## config.mk

```make
export PLATFORM = sky130hd
export DESIGN_NAME = rtc_alarm_irq
export DESIGN_NICKNAME = d
export VERILOG_FILES = /design/src/rtl/rtc_alarm_pkg.sv /design/src/rtl/rtc_alarm_dp.sv /design/src/rtl/rtc_alarm_ctrl.sv /design/src/rtl/rtc_alarm_irq.sv
export SDC_FILE = /design/constraint.sdc
export NUM_CORES = 1
export LEC_CHECK = 0
export ABC_AREA = 1
export BUFFER_PORTS_ARGS = -buffer_cell sky130_fd_sc_hd__buf_2
export CORE_MARGIN = 8
export CORE_UTILIZATION = 59
export CTS_CLUSTER_SIZE = 10
export DETAILED_ROUTE_END_ITERATION = 7
export HOLD_SLACK_MARGIN = 0.03
export PLACE_DENSITY = 0.85
export SETUP_SLACK_MARGIN = 0.02
export SLEW_MARGIN = 20
export SYNTH_ARGS = -nofsm -noshare
export SYNTH_HDL_FRONTEND = slang
export SYNTH_SLANG_ARGS = --single-unit
```

## constraint.sdc

```tcl
create_clock -name clk -period 2.8 [get_ports clk]
set_input_delay 0.84 -clock clk [delete_from_list [all_inputs] [get_ports clk]]
set_output_delay 0.84 -clock clk [all_outputs]
set_load 0.1 [all_outputs]
```

## src/rtl/rtc_alarm_pkg.sv

```systemverilog
package rtc_alarm_pkg;

  localparam int NUM_ALM  = 4;
  localparam int FIELD_W  = 7;
  localparam int REG_W    = 8;
  localparam int ADDR_W   = 3;
  localparam int MASK_BIT = REG_W - 1;
  localparam logic [ADDR_W-1:0] ADDR_CFG = 3'd4;

  // control bits at the enables address
  localparam int CFG_AE  = 7;
  localparam int CFG_ABE = 6;
  localparam int CFG_FT  = 5;

  typedef enum logic [2:0] {
    RATE_EVERY,
    RATE_SEC,
    RATE_MINSEC,
    RATE_HMS,
    RATE_FULL
  } rate_e;

  typedef struct packed {
    logic [NUM_ALM-1:0] almWr;
    logic               divRun;
  } ctrlStrobes_t;

  // field widths: seconds, minutes, hours, date
  function automatic int fieldWidth(input int idx);
    case (idx)
      0, 1:    return 7;
      default: return 6;
    endcase
  endfunction

  // maskBits ordered {date,hour,min,sec}
  function automatic rate_e decodeRate(input logic [NUM_ALM-1:0] maskBits);
    case (maskBits)
      4'b1110: return RATE_SEC;
      4'b1100: return RATE_MINSEC;
      4'b1000: return RATE_HMS;
      4'b0000: return RATE_FULL;
      default: return RATE_EVERY;
    endcase
  endfunction

  function automatic logic [NUM_ALM-1:0] rateNeeds(input rate_e rate);
    case (rate)
      RATE_SEC:    return 4'b0001;
      RATE_MINSEC: return 4'b0011;
      RATE_HMS:    return 4'b0111;
      RATE_FULL:   return 4'b1111;
      default:     return 4'b0000;
    endcase
  endfunction

endpackage

```

## src/rtl/rtc_alarm_dp.sv

```systemverilog
module rtc_alarm_dp
  import rtc_alarm_pkg::*;
#(
  parameter int DIV_RATIO = 64
) (
  input  logic               clk,
  input  logic               rstN,
  input  ctrlStrobes_t       strobes,
  input  logic [REG_W-1:0]   wrData,
  input  logic               secTick,
  input  logic               tick32k,
  input  logic [6:0]         curSec,
  input  logic [6:0]         curMin,
  input  logic [5:0]         curHour,
  input  logic [5:0]         curDate,
  output logic               matchHit,
  output logic               ftWave
);

  localparam int HALF  = DIV_RATIO / 2;
  localparam int CNT_W = (HALF > 1) ? $clog2(HALF) : 1;
  localparam logic [CNT_W-1:0] CNT_LAST = CNT_W'(HALF - 1);

  logic [REG_W-1:0]   almReg   [NUM_ALM];
  logic [FIELD_W-1:0] curField [NUM_ALM];
  logic [NUM_ALM-1:0] fieldEq;
  logic [NUM_ALM-1:0] maskBits;
  logic [NUM_ALM-1:0] needField;
  rate_e              rate;

  assign curField[0] = curSec;
  assign curField[1] = curMin;
  assign curField[2] = {1'b0, curHour};
  assign curField[3] = {1'b0, curDate};

  // alarm registers and per-field comparators
  for (genvar i = 0; i < NUM_ALM; i++) begin : gAlm
    localparam int W = fieldWidth(i);
    localparam logic [FIELD_W-1:0] FMASK = FIELD_W'((1 << W) - 1);

    always_ff @(posedge clk or negedge rstN) begin
      if (!rstN)                  almReg[i] <= '0;
      else if (strobes.almWr[i])  almReg[i] <= wrData;
    end

    assign fieldEq[i]  = (almReg[i][FIELD_W-1:0] & FMASK) == curField[i];
    assign maskBits[i] = almReg[i][MASK_BIT];
  end

  assign rate      = decodeRate(maskBits);
  assign needField = rateNeeds(rate);
  assign matchHit  = secTick & (&(fieldEq | ~needField));

  // frequency-test divider: half period of HALF enables
  logic [CNT_W-1:0] divCnt;

  always_ff @(posedge clk or negedge rstN) begin
    if (!rstN) begin
      divCnt <= '0;
      ftWave <= 1'b1;
    end else if (!strobes.divRun) begin
      divCnt <= '0;
      ftWave <= 1'b1;
    end else if (tick32k) begin
      if (divCnt == CNT_LAST) begin
        divCnt <= '0;
        ftWave <= ~ftWave;
      end else begin
        divCnt <= divCnt + 1'b1;
      end
    end
  end

  AST_EVERY_SECOND: assert property (@(posedge clk) disable iff (!rstN)
    (secTick && maskBits == 4'b1111) |-> matchHit);
  AST_NO_TICK_NO_MATCH: assert property (@(posedge clk) disable iff (!rstN)
    !secTick |-> !matchHit);
  AST_WAVE_HOLD: assert property (@(posedge clk) disable iff (!rstN)
    (strobes.divRun && !tick32k) |=> $stable(ftWave));
  AST_WAVE_IDLE_HIGH: assert property (@(posedge clk) disable iff (!rstN)
    !strobes.divRun |=> ftWave);

endmodule

```

## src/rtl/rtc_alarm_ctrl.sv

```systemverilog
module rtc_alarm_ctrl
  import rtc_alarm_pkg::*;
(
  input  logic              clk,
  input  logic              rstN,
  input  logic              wrEn,
  input  logic [ADDR_W-1:0] wrAddr,
  input  logic [2:0]        cfgData,
  input  logic              flagsAcc,
  input  logic              powerFail,
  input  logic              wdSteer,
  input  logic              wdZero,
  input  logic              matchHit,
  input  logic              ftWave,
  output ctrlStrobes_t      strobes,
  output logic              alarmFlag,
  output logic              pinDriveLow
);

  logic aeBit, abeBit, ftBit;
  logic irqLatch;
  logic prevAcc, prevPf;
  logic wrOk, accEnd, pfFall;
  logic ftActive, alarmDrive;

  assign wrOk   = wrEn & ~powerFail;
  assign accEnd = prevAcc & ~flagsAcc;
  assign pfFall = prevPf & ~powerFail;

  for (genvar i = 0; i < NUM_ALM; i++) begin : gWr
    assign strobes.almWr[i] = wrOk && (wrAddr == ADDR_W'(i));
  end

  assign ftActive       = ftBit & ~aeBit & (wdSteer | wdZero);
  assign strobes.divRun = ftActive;

  // enables: cleared on the power-up transition
  always_ff @(posedge clk or negedge rstN) begin
    if (!rstN) begin
      aeBit  <= 1'b0;
      abeBit <= 1'b0;
      ftBit  <= 1'b0;
    end else if (pfFall) begin
      aeBit  <= 1'b0;
      abeBit <= 1'b0;
      ftBit  <= 1'b0;
    end else if (wrOk && wrAddr == ADDR_CFG) begin
      aeBit  <= cfgData[CFG_AE - CFG_FT];
      abeBit <= cfgData[CFG_ABE - CFG_FT];
      ftBit  <= cfgData[0];
    end
  end

  // flag, interrupt latch and edge trackers
  always_ff @(posedge clk or negedge rstN) begin
    if (!rstN) begin
      alarmFlag <= 1'b0;
      irqLatch  <= 1'b0;
      prevAcc   <= 1'b0;
      prevPf    <= 1'b0;
    end else begin
      prevAcc <= flagsAcc;
      prevPf  <= powerFail;
      if (matchHit)    alarmFlag <= 1'b1;
      else if (accEnd) alarmFlag <= 1'b0;
      if (matchHit)      irqLatch <= 1'b1;
      else if (flagsAcc) irqLatch <= 1'b0;
    end
  end

  assign alarmDrive  = irqLatch & aeBit & (~powerFail | abeBit);
  assign pinDriveLow = alarmDrive | (ftActive & ~ftWave);

  AST_AF_ON_HIT: assert property (@(posedge clk) disable iff (!rstN)
    matchHit |=> alarmFlag);
  AST_AF_HOLD_IN_ACCESS: assert property (@(posedge clk) disable iff (!rstN)
    (flagsAcc && alarmFlag) |=> alarmFlag);
  AST_IRQ_RELEASE: assert property (@(posedge clk) disable iff (!rstN)
    (flagsAcc && !matchHit) |=> !irqLatch);
  AST_BACKUP_GATE: assert property (@(posedge clk) disable iff (!rstN)
    (powerFail && !abeBit && !ftActive) |-> !pinDriveLow);
  AST_PWRUP_CLEAR: assert property (@(posedge clk) disable iff (!rstN)
    $fell(powerFail) |=> (!aeBit && !abeBit && !ftBit));
  AST_AE_GATES_PIN: assert property (@(posedge clk) disable iff (!rstN)
    (!aeBit && !ftActive) |-> !pinDriveLow);

endmodule

```

## src/rtl/rtc_alarm_irq.sv

```systemverilog
module rtc_alarm_irq
  import rtc_alarm_pkg::*;
#(
  parameter int DIV_RATIO = 64
) (
  input  logic        clk,
  input  logic        rstN,
  input  logic        tick32k,
  input  logic        secTick,
  input  logic [6:0]  curSec,
  input  logic [6:0]  curMin,
  input  logic [5:0]  curHour,
  input  logic [5:0]  curDate,
  input  logic        wrEn,
  input  logic [2:0]  wrAddr,
  input  logic [7:0]  wrData,
  input  logic        flagsAcc,
  input  logic        powerFail,
  input  logic        wdSteer,
  input  logic        wdZero,
  output logic        alarmFlag,
  output logic        pinDriveLow,
  output logic        pinLevel
);

  ctrlStrobes_t strobes;
  logic         matchHit;
  logic         ftWave;

  rtc_alarm_ctrl uCtrl (
    .clk        (clk),
    .rstN       (rstN),
    .wrEn       (wrEn),
    .wrAddr     (wrAddr),
    .cfgData    (wrData[CFG_AE:CFG_FT]),
    .flagsAcc   (flagsAcc),
    .powerFail  (powerFail),
    .wdSteer    (wdSteer),
    .wdZero     (wdZero),
    .matchHit   (matchHit),
    .ftWave     (ftWave),
    .strobes    (strobes),
    .alarmFlag  (alarmFlag),
    .pinDriveLow(pinDriveLow)
  );

  rtc_alarm_dp #(.DIV_RATIO(DIV_RATIO)) uDp (
    .clk     (clk),
    .rstN    (rstN),
    .strobes (strobes),
    .wrData  (wrData),
    .secTick (secTick),
    .tick32k (tick32k),
    .curSec  (curSec),
    .curMin  (curMin),
    .curHour (curHour),
    .curDate (curDate),
    .matchHit(matchHit),
    .ftWave  (ftWave)
  );

  // open-drain pin: pulled high unless driven
  assign pinLevel = ~pinDriveLow;

  AST_PIN_OPEN_DRAIN: assert property (@(posedge clk) disable iff (!rstN)
    pinLevel != pinDriveLow);

endmodule

```

Yosys cells after proc, flatten, opt, wreduce, memory -nomap -nowiden
Index checks and enable logic that the tools add are counted. Widths: inputs -> output; s select.

$add $sub $neg: 1. Reduce and logical (&&, ||, !) cells: 12. Bitwise logic cells: 19. Equality and inequality tests: 18. Multiplexer cells: 18.

Operators with widths (count): $pmux 4 s4 (1); $mux 5 (3); $eq 7x7->1 (2); $mux 1 (13); $eq 3x2->1 const B (4); $eq 4x4->1 const B (3); $eq 6x6->1 (2); $pmux 3 s4 (1); $and 1x1->1 (9); $eq 3x1->1 const B (2); $eq 3x3->1 const B (2); $reduce_bool 2->1 (3); $add 5x1->5 const B (1); $eq 5x5->1 const B (1); $logic_and 1x1->1 (5); $not 1->1 (5); $logic_not 4->1 (1); $not 4->4 (1); $or 4x4->4 (1); $reduce_and 4->1 (1); $logic_not 3->1 (1); $or 1x1->1 (3); $ne 2x1->1 const B (1); $ne 2x2->1 const B (1); $reduce_and 2->1 (1).

Flip-flop bits (word level): 45. Input bits: 46. Output and inout port bits: 3. Word-level logic and storage cells: 81.

Logic depth before layout (Yosys ltp)
Gate-level depths: netlist of the first run.

Word-level depth: 9. Mapped depth: 8. Gate-level depth less buffers: 8.

By module
From an unflattened synthesis of the first run, not the netlist that was laid out.

Cells, all modules: 303. Area total of the unflattened synthesis: 2272.2 um2.

Modules (own cells, without submodules): rtc_alarm_dp (area an instance 1914.3 um2, times used 1, cells each 257); rtc_alarm_ctrl (area an instance 354.1 um2, times used 1, cells each 45); rtc_alarm_irq (area an instance 3.8 um2, times used 1, cells each 1).

Worst setup path before layout of the first run
OpenSTA, ideal clock, no wires.

Path kind: in2out. Start: in wdZero. End: out pinLevel. Data required time: 1.960 ns. Slack: -0.517 ns. Path buffers: 0. Stages: 5. Arrival: 2.477 ns. Path through: nor2_1 -> nor3_4 -> inv_2 -> o21ai_2 -> inv_2.

Cells in the longest elaborated chain, start to end: 5.

Ends and longest elaborated chain: start: declaration (RTL line rtc_alarm_irq.sv:20) `input logic wdZero,`; $or 1x1->1 (RTL line rtc_alarm_ctrl.sv:34) `assign ftActive = ftBit & ~aeBit & (wdSteer | wdZero);`; $and 1x1->1 (RTL line rtc_alarm_ctrl.sv:34); $and 1x1->1 (RTL line rtc_alarm_ctrl.sv:72) `assign pinDriveLow = alarmDrive | (ftActive & ~ftWave);`; $or 1x1->1 (RTL line rtc_alarm_ctrl.sv:72); via pinDriveLow (RTL line rtc_alarm_irq.sv:22) `output logic pinDriveLow,`; $not 1->1 (RTL line rtc_alarm_irq.sv:63) `assign pinLevel = ~pinDriveLow;`; end: declaration (RTL line rtc_alarm_irq.sv:23) `output logic pinLevel`.

The timed path passes the listed nets, and every way through them passes these cells.

Final worst setup path of the first run
Start: in wdZero. End: out pinDriveLow.

Cells in the longest elaborated chain, start to end: 4.

Ends and longest elaborated chain (RTL line): $or 1x1->1 (rtc_alarm_ctrl.sv:34); $and 1x1->1 (rtc_alarm_ctrl.sv:34); $and 1x1->1 (rtc_alarm_ctrl.sv:72); $or 1x1->1 (rtc_alarm_ctrl.sv:72); end: declaration (rtc_alarm_irq.sv:22).

No other way between the ends.

==> results of run 1 <==
[registers in the layout, summed over array words and instances (netlist names)]
signal / count
uDp.ftWave: 1
uDp.divCnt: 5
uCtrl.irqLatch: 1
uCtrl.alarmFlag: 1
uCtrl.prevAcc: 1
uCtrl.ftBit: 1
uCtrl.abeBit: 1
uCtrl.prevPf: 1
uDp.almReg: 30
uCtrl.aeBit: 1
[cell usage in the layout (no fill, tap or decap), types with 7 or more instances in the layout]
cell type	Yosys	final
o21ai_1	11	11
dfrtp_1	42	42
nand2_2	7	7
xnor2_1	7	7
nor2_1	24	24
inv_1	37	37
nand2_1	74	74
o21ai_2	25	24
buf_2	0	46
xor2_1	9	9
[per-layer routing]
metal | part of all wire (%) | wire length [µm]
met1 | 44 | 2330
met2 | 48 | 2570
met3 | 4.9 | 259
met4 | 2.8 | 148
met5 | 0 | 0
[power by group]
part | switching [mW] | internal (mW) | leakage, nW
clock | 0.216 | 0.289 | 0.0612
sequential | 0.0802 | 0.724 | 0.552
combinational | 0.257 | 0.175 | 0.870
total | 0.554 | 1.19 | 1.48
[logic make-up after synthesis]
family                   share of synthesized area (%)
buffers and inverters                             8.73
XOR/XNOR                                          5.89
AND/OR/NAND/NOR                                   24.4
AO/OA/AOI/OAI                                     14.6
adder cells (fa/ha/maj)                           1.05
flip-flops                                        45.3
[worst paths after layout]
check / slack, ns / end / start
min reg2reg: 0.50 / uDp.almReg[15]$_DFFE_PN0P_ / uDp.almReg[15]$_DFFE_PN0P_
max reg2reg: 1.31 / uDp.ftWave$_DFFE_PN1P_ / uDp.divCnt[0]$_DFFE_PN0P_
max: 0.15 / pinDriveLow / wdZero
min: 0.41 / uDp.almReg[4]$_DFFE_PN0P_ / rstN
min in group clk: 0.50 / uDp.almReg[15]$_DFFE_PN0P_ / uDp.almReg[15]$_DFFE_PN0P_
max in group asynchronous: 1.85 / uDp.almReg[9]$_DFFE_PN0P_ / rstN
[through the flow]
step,setup TNS [ns],hold WS [ns]
3_3_place_gp,0,0.469
3_5_place_dp,0,0.476
6_report,0,0.407
2_1_floorplan,-0.0217,0.455
5_1_grt,0,0.418
4_1_cts,0,0.413
[area by class of cell]
class | count | area, µm² | share of cell area, %
clock buffer | 6 | 82.6 | 2.93
clock inverter | 2 | 35.0 | 1.24
inverter | 43 | 170 | 6.04
multi-input combinational | 189 | 1100 | 39.2
sequential | 43 | 1080 | 38.3
tap | 50 | 62.6 | 2.22
timing repair buffer | 50 | 285 | 10.1
==> impl_metrics.json, run 1 <==
{
  "grt_pass1_vias": 2110,
  "setup_viol": 0,
  "rsz0062_at_grt": "no",
  "critical_path_required_ns": 1.96,
  "synth_top_area_share_pct": 44.2,
  "synth_edf_count": 0,
  "antenna_left": 0,
  "placement.io_buffers": 48,
  "path_buf_inv": 3,
  "vias": 1962,
  "p_per_area_nw_per_um2": 618,
  "synth-seq-area-share_pct": 45.3,
  "synth_area_um2": 2380,
  "fin_crit_ns": 2.65,
  "hold_class": "input pin to asynchronous set/reset pin",
  "stdcell_area_um2": 2820,
  "grt_pass1_wl_um": 9080,
  "ctsResizeCount": 0,
  "synth-main-ff-cell": "dfrtp_1",
  "core_um2": 3940,
  "ios": 49,
  "grt_use_met2_pct": 29.4,
  "die_area_um2": 6320,
  "place_inst": 375,
  "slew_viol_final": 0,
  "cts.path.max_buffers": 2,
  "syn_inst": 279,
  "place_congestion": 0.848,
  "drt_iter0_markers": 130,
  "std_cell_rows": 23,
  "crit_type": "input pin to output pin",
  "p_leak_nw": 1.48,
  "worst_pin_slew_ns": 0.484,
  "cts-hold-fix-buffers": 0,
  "async_reset_ff_share_pct": 100,
  "synth_area_leaders": "dfrtp_1 (44%), nand2_1 (12%), o21ai_2 (9.2%)",
  "post-route-util_pct": 71.4,
  "avgSynthCellArea_um2": 8.53,
  "use_met3_pct": 4.73,
  "drc_errors": 0,
  "yosysWarnings": 0,
  "layoutNonFillerInstCount": 383,
  "grt.overflow.total": 0,
  "grt_max_degree": 20,
  "fin_nets": 380,
  "num_antenna_cells": 0,
  "cts_setup_buffers": 0,
  "insertion_delay_ns": 0.30,
  "yosys.cell_count.top_type": "nand2_1",
  "fin_crit_sh_pct": 94.7,
  "synth_top_area_cell": "dfrtp_1",
  "hold_violations": 0,
  "htreeDepth": 2,
  "finalWorstSetupSlack_ns": 0.149,
  "endpoint_kind": "output pin",
  "vias_per_cell": 5.12,
  "hpwl_um": 4120,
  "grt_antenna_before_repair": 0,
  "cp.depth": 6,
  "yosysUniqueCellTypes": 30,
  "critPathTopFamily": "buffers and inverters",
  "grt-busiest-layer": "met2",
  "rr_worst_depth": 7,
  "cap_violations": 0,
  "dpl_worst_slack_ns": 0.190,
  "cts_tree": "done",
  "routedWlPerCell_um": 13.9,
  "worstPathMaxFanout": 4,
  "vdd.ir_drop.worst_uv": 429,
  "grt.total_usage_pct": 18.1,
  "cpPeakStageDelay_ns": 0.27,
  "cts_num_sinks": 43,
  "max_freq_ghz": 0.377,
  "dieWidth_um": 79.5,
  "cts-root-buf": "clkbuf_8",
  "use_met1_pct": 21.4,
  "nFillCells": 293,
  "die_y_um": 79.5,
  "critPathLaunchType": "input pin",
  "ys_ff_latch": 43,
  "synth_nets": 327,
  "skew_ns": 0.00789,
  "start_util_pct": 60.4,
  "crit_chain": "buf_2, nor2_1, nor3_4, inv_2, o21ai_4, buf_12",
  "syn_to_final_growth_pct": 18.3,
  "status": "complete, no violations",
  "drive_above_1_share_pct": 32.1,
  "clkTransAtPathRegs_ns": 0.08,
  "place_area_um2": 2700,
  "routed_wirelength_um": 5310,
  "cts_buffers": 5,
  "crit_arrival_ns": 1.81,
  "power_mw": 1.74,
  "slowest_stage": "o21ai_4",
  "dr.pass1.iters": 4,
  "relSlewSlack_pct": 68.0,
  "synth_common_cells": "nand2_1 (74), dfrtp_1 (42), inv_1 (37)"
}
No activity file was read; power rests on OpenSTA's default activity.
==> run 2, diff against run 1 <==
--- a/config.mk
+++ b/config.mk
@@ -8,11 +8,11 @@
 export ABC_AREA = 1
 export BUFFER_PORTS_ARGS = -buffer_cell sky130_fd_sc_hd__buf_2
 export CORE_MARGIN = 8
-export CORE_UTILIZATION = 59
+export CORE_UTILIZATION = 54
 export CTS_CLUSTER_SIZE = 10
 export DETAILED_ROUTE_END_ITERATION = 7
 export HOLD_SLACK_MARGIN = 0.03
-export PLACE_DENSITY = 0.85
+export PLACE_DENSITY = 0.79
 export SETUP_SLACK_MARGIN = 0.02
 export SLEW_MARGIN = 20
 export SYNTH_ARGS = -nofsm -noshare
==> constraint.sdc (replaced) <==
create_clock -name clk -period 2.5 [get_ports clk]
set_input_delay 0.75 -clock clk [delete_from_list [all_inputs] [get_ports clk]]
set_output_delay 0.75 -clock clk [all_outputs]
set_load 0.1 [all_outputs]
==> impl_metrics.json, run 2 (synthesis results as in run 1) <==
{
  "status": "complete, no violations",
  "num_antenna_cells": 0,
  "drt_iter0_markers": 69,
  "place_area_um2": 2690,
  "power_mw": 2.01,
  "r2r_end": "uDp.ftWave$_DFFE_PN1P_",
  "ios": 49,
  "final_cell_mix": "nand2_1 (74), buf_2 (46), dfrtp_1 (42)",
  "layoutNonFillerInstCount": 384,
  "skew_ns": 0.00765,
  "vias": 1836,
  "slew_viol_final": 0,
  "p_per_area_nw_per_um2": 712,
  "vdd.ir_drop.worst_uv": 387,
  "fin_crit_ns": 2.41,
  "vias_per_cell": 4.78,
  "grt.total_usage_pct": 15.4,
  "grt_antenna_before_repair": 0,
  "hold_violations": 0,
  "start_util_pct": 55.4,
  "cts.path.max_buffers": 2,
  "htreeDepth": 2,
  "min_from": "uDp.almReg[15]$_DFFE_PN0P_",
  "clkTransAtPathRegs_ns": 0.08,
  "grt.overflow.total": 0,
  "die_y_um": 82.4,
  "relSlewSlack_pct": 64.7,
  "critPathLaunchType": "input pin",
  "core_um2": 4290,
  "antenna_left": 0,
  "hold_end": "uDp.almReg[15]$_DFFE_PN0P_",
  "nFillCells": 349,
  "r2r_setup_slack_ns": 0.97,
  "grt_max_degree": 44,
  "setup_viol": 0,
  "largest_reg_flops": 30,
  "cts_setup_buffers": 0,
  "critical_path_required_ns": 1.75,
  "cts_buffers": 5,
  "place_congestion": 0.880,
  "final_common_cell": "nand2_1",
  "crit_type": "input pin to output pin",
  "endpoint_kind": "output pin",
  "top_register": "uDp.almReg",
  "fin_nets": 379,
  "reg.largest.list": "uDp.almReg: 30 flops, uDp.divCnt: 5 flops",
  "dr.pass1.iters": 4,
  "cts_tree": "done",
  "hold_class": "flip-flop to flip-flop",
  "stdcell_area_um2": 2830,
  "r2r_start": "uDp.divCnt[0]$_DFFE_PN0P_",
  "routedWlPerCell_um": 12.5,
  "cts_num_sinks": 43,
  "rr_worst_depth": 7,
  "worstPathMaxFanout": 4,
  "max_freq_ghz": 0.415,
  "routed_wirelength_um": 4810,
  "cap_violations": 0,
  "place_inst": 376,
  "fin_crit_sh_pct": 96.3,
  "regArea_um2": 1080,
  "insertion_delay_ns": 0.30,
  "cts-root-buf": "clkbuf_8",
  "hpwl_um": 3610,
  "syn_to_final_growth_pct": 18.7,
  "multi_input_area_um2": 1100,
  "dieWidth_um": 82.4,
  "worst_pin_slew_ns": 0.529,
  "p_leak_nw": 1.48,
  "die_area_um2": 6790,
  "whs_path_depth": 2,
  "grt_pass1_vias": 1823,
  "cts-hold-fix-buffers": 0,
  "placement.io_buffers": 48,
  "crit_arrival_ns": 1.66,
  "drive_above_1_share_pct": 31.6,
  "grt_pass1_wl_um": 7930,
  "drc_errors": 0,
  "ctsResizeCount": 0,
  "rsz0062_at_grt": "no",
  "std_cell_rows": 24
}
-- run 2: changes by cell type in the layout (fill, tap and decap cells not counted) --
| cell | before | now |
|---|---|---|
| bufinv_16 | 1 | 2 |
| clkinv_2 | 2 | 1 |
| clkbuf_8 | 6 | 5 |
| buf_4 | 2 | 1 |
| clkbuf_1 | 0 | 1 |
-- run 2: worst max path at each step --
stage | start | endpoint | slack [ns] | cells past startpoint
floorplan | wdZero | pinLevel | -0.14 | 5
global placement | wdZero | pinDriveLow | 0.13 | 6
detailed placement | wdZero | pinDriveLow | 0.1 | 6
CTS | wdZero | pinDriveLow | 0.09 | 6
global route | wdZero | pinDriveLow | 0.02 | 6
finish | wdZero | pinDriveLow | 0.09 | 6
-- run 2: per-stage QoR --
step | util (%) | setup TNS (ns) | hold slack [ns] | worst slack (ns)
after floorplan | - | -0.142 | 0.454 | -0.142
after global placement | 62.7 | 0 | 0.469 | 0.127
after detailed placement | 62.7 | 0 | 0.472 | 0.0982
after CTS | 65.8 | 0 | 0.493 | 0.0941
after global routing | 65.8 | 0 | 0.526 | 0.0200
final | 65.8 | 0 | 0.491 | 0.0916
-- run 2: critical path, stage by stage --
cell	delay (ns)
buf_2	0.08
nor2_1	0.05
nor3_4	0.18
inv_2	0.11
o21ai_4	0.26
buf_12	0.21
-- run 2: layout make-up --
cell class                 count  share of cell area (%)
clock buffer                   6                    2.57
clock inverter                 2                    2.13
inverter                      43                    6.02
multi-input combinational    189                    39.0
sequential                    43                    38.1
tap                           52                    2.30
timing repair buffer          49                    9.83
-- run 2: routing by layer --
layer	vias up	track usage, %	share of wire (%)	routed length [µm]
li1	966	-	-	-
met1	821	18.9	45	2180
met2	43	24.4	47	2270
met3	6	4.87	5.8	278
met4	0	6.84	1.6	77
met5	-	0	0	0
-- run 2: power breakdown --
group,leakage (nW),switching [mW],internal [mW],total (mW)
Sequential,0.552,0.0879,0.810,0.898
Combinational,0.865,0.276,0.194,0.471
Clock,0.0654,0.243,0.399,0.642
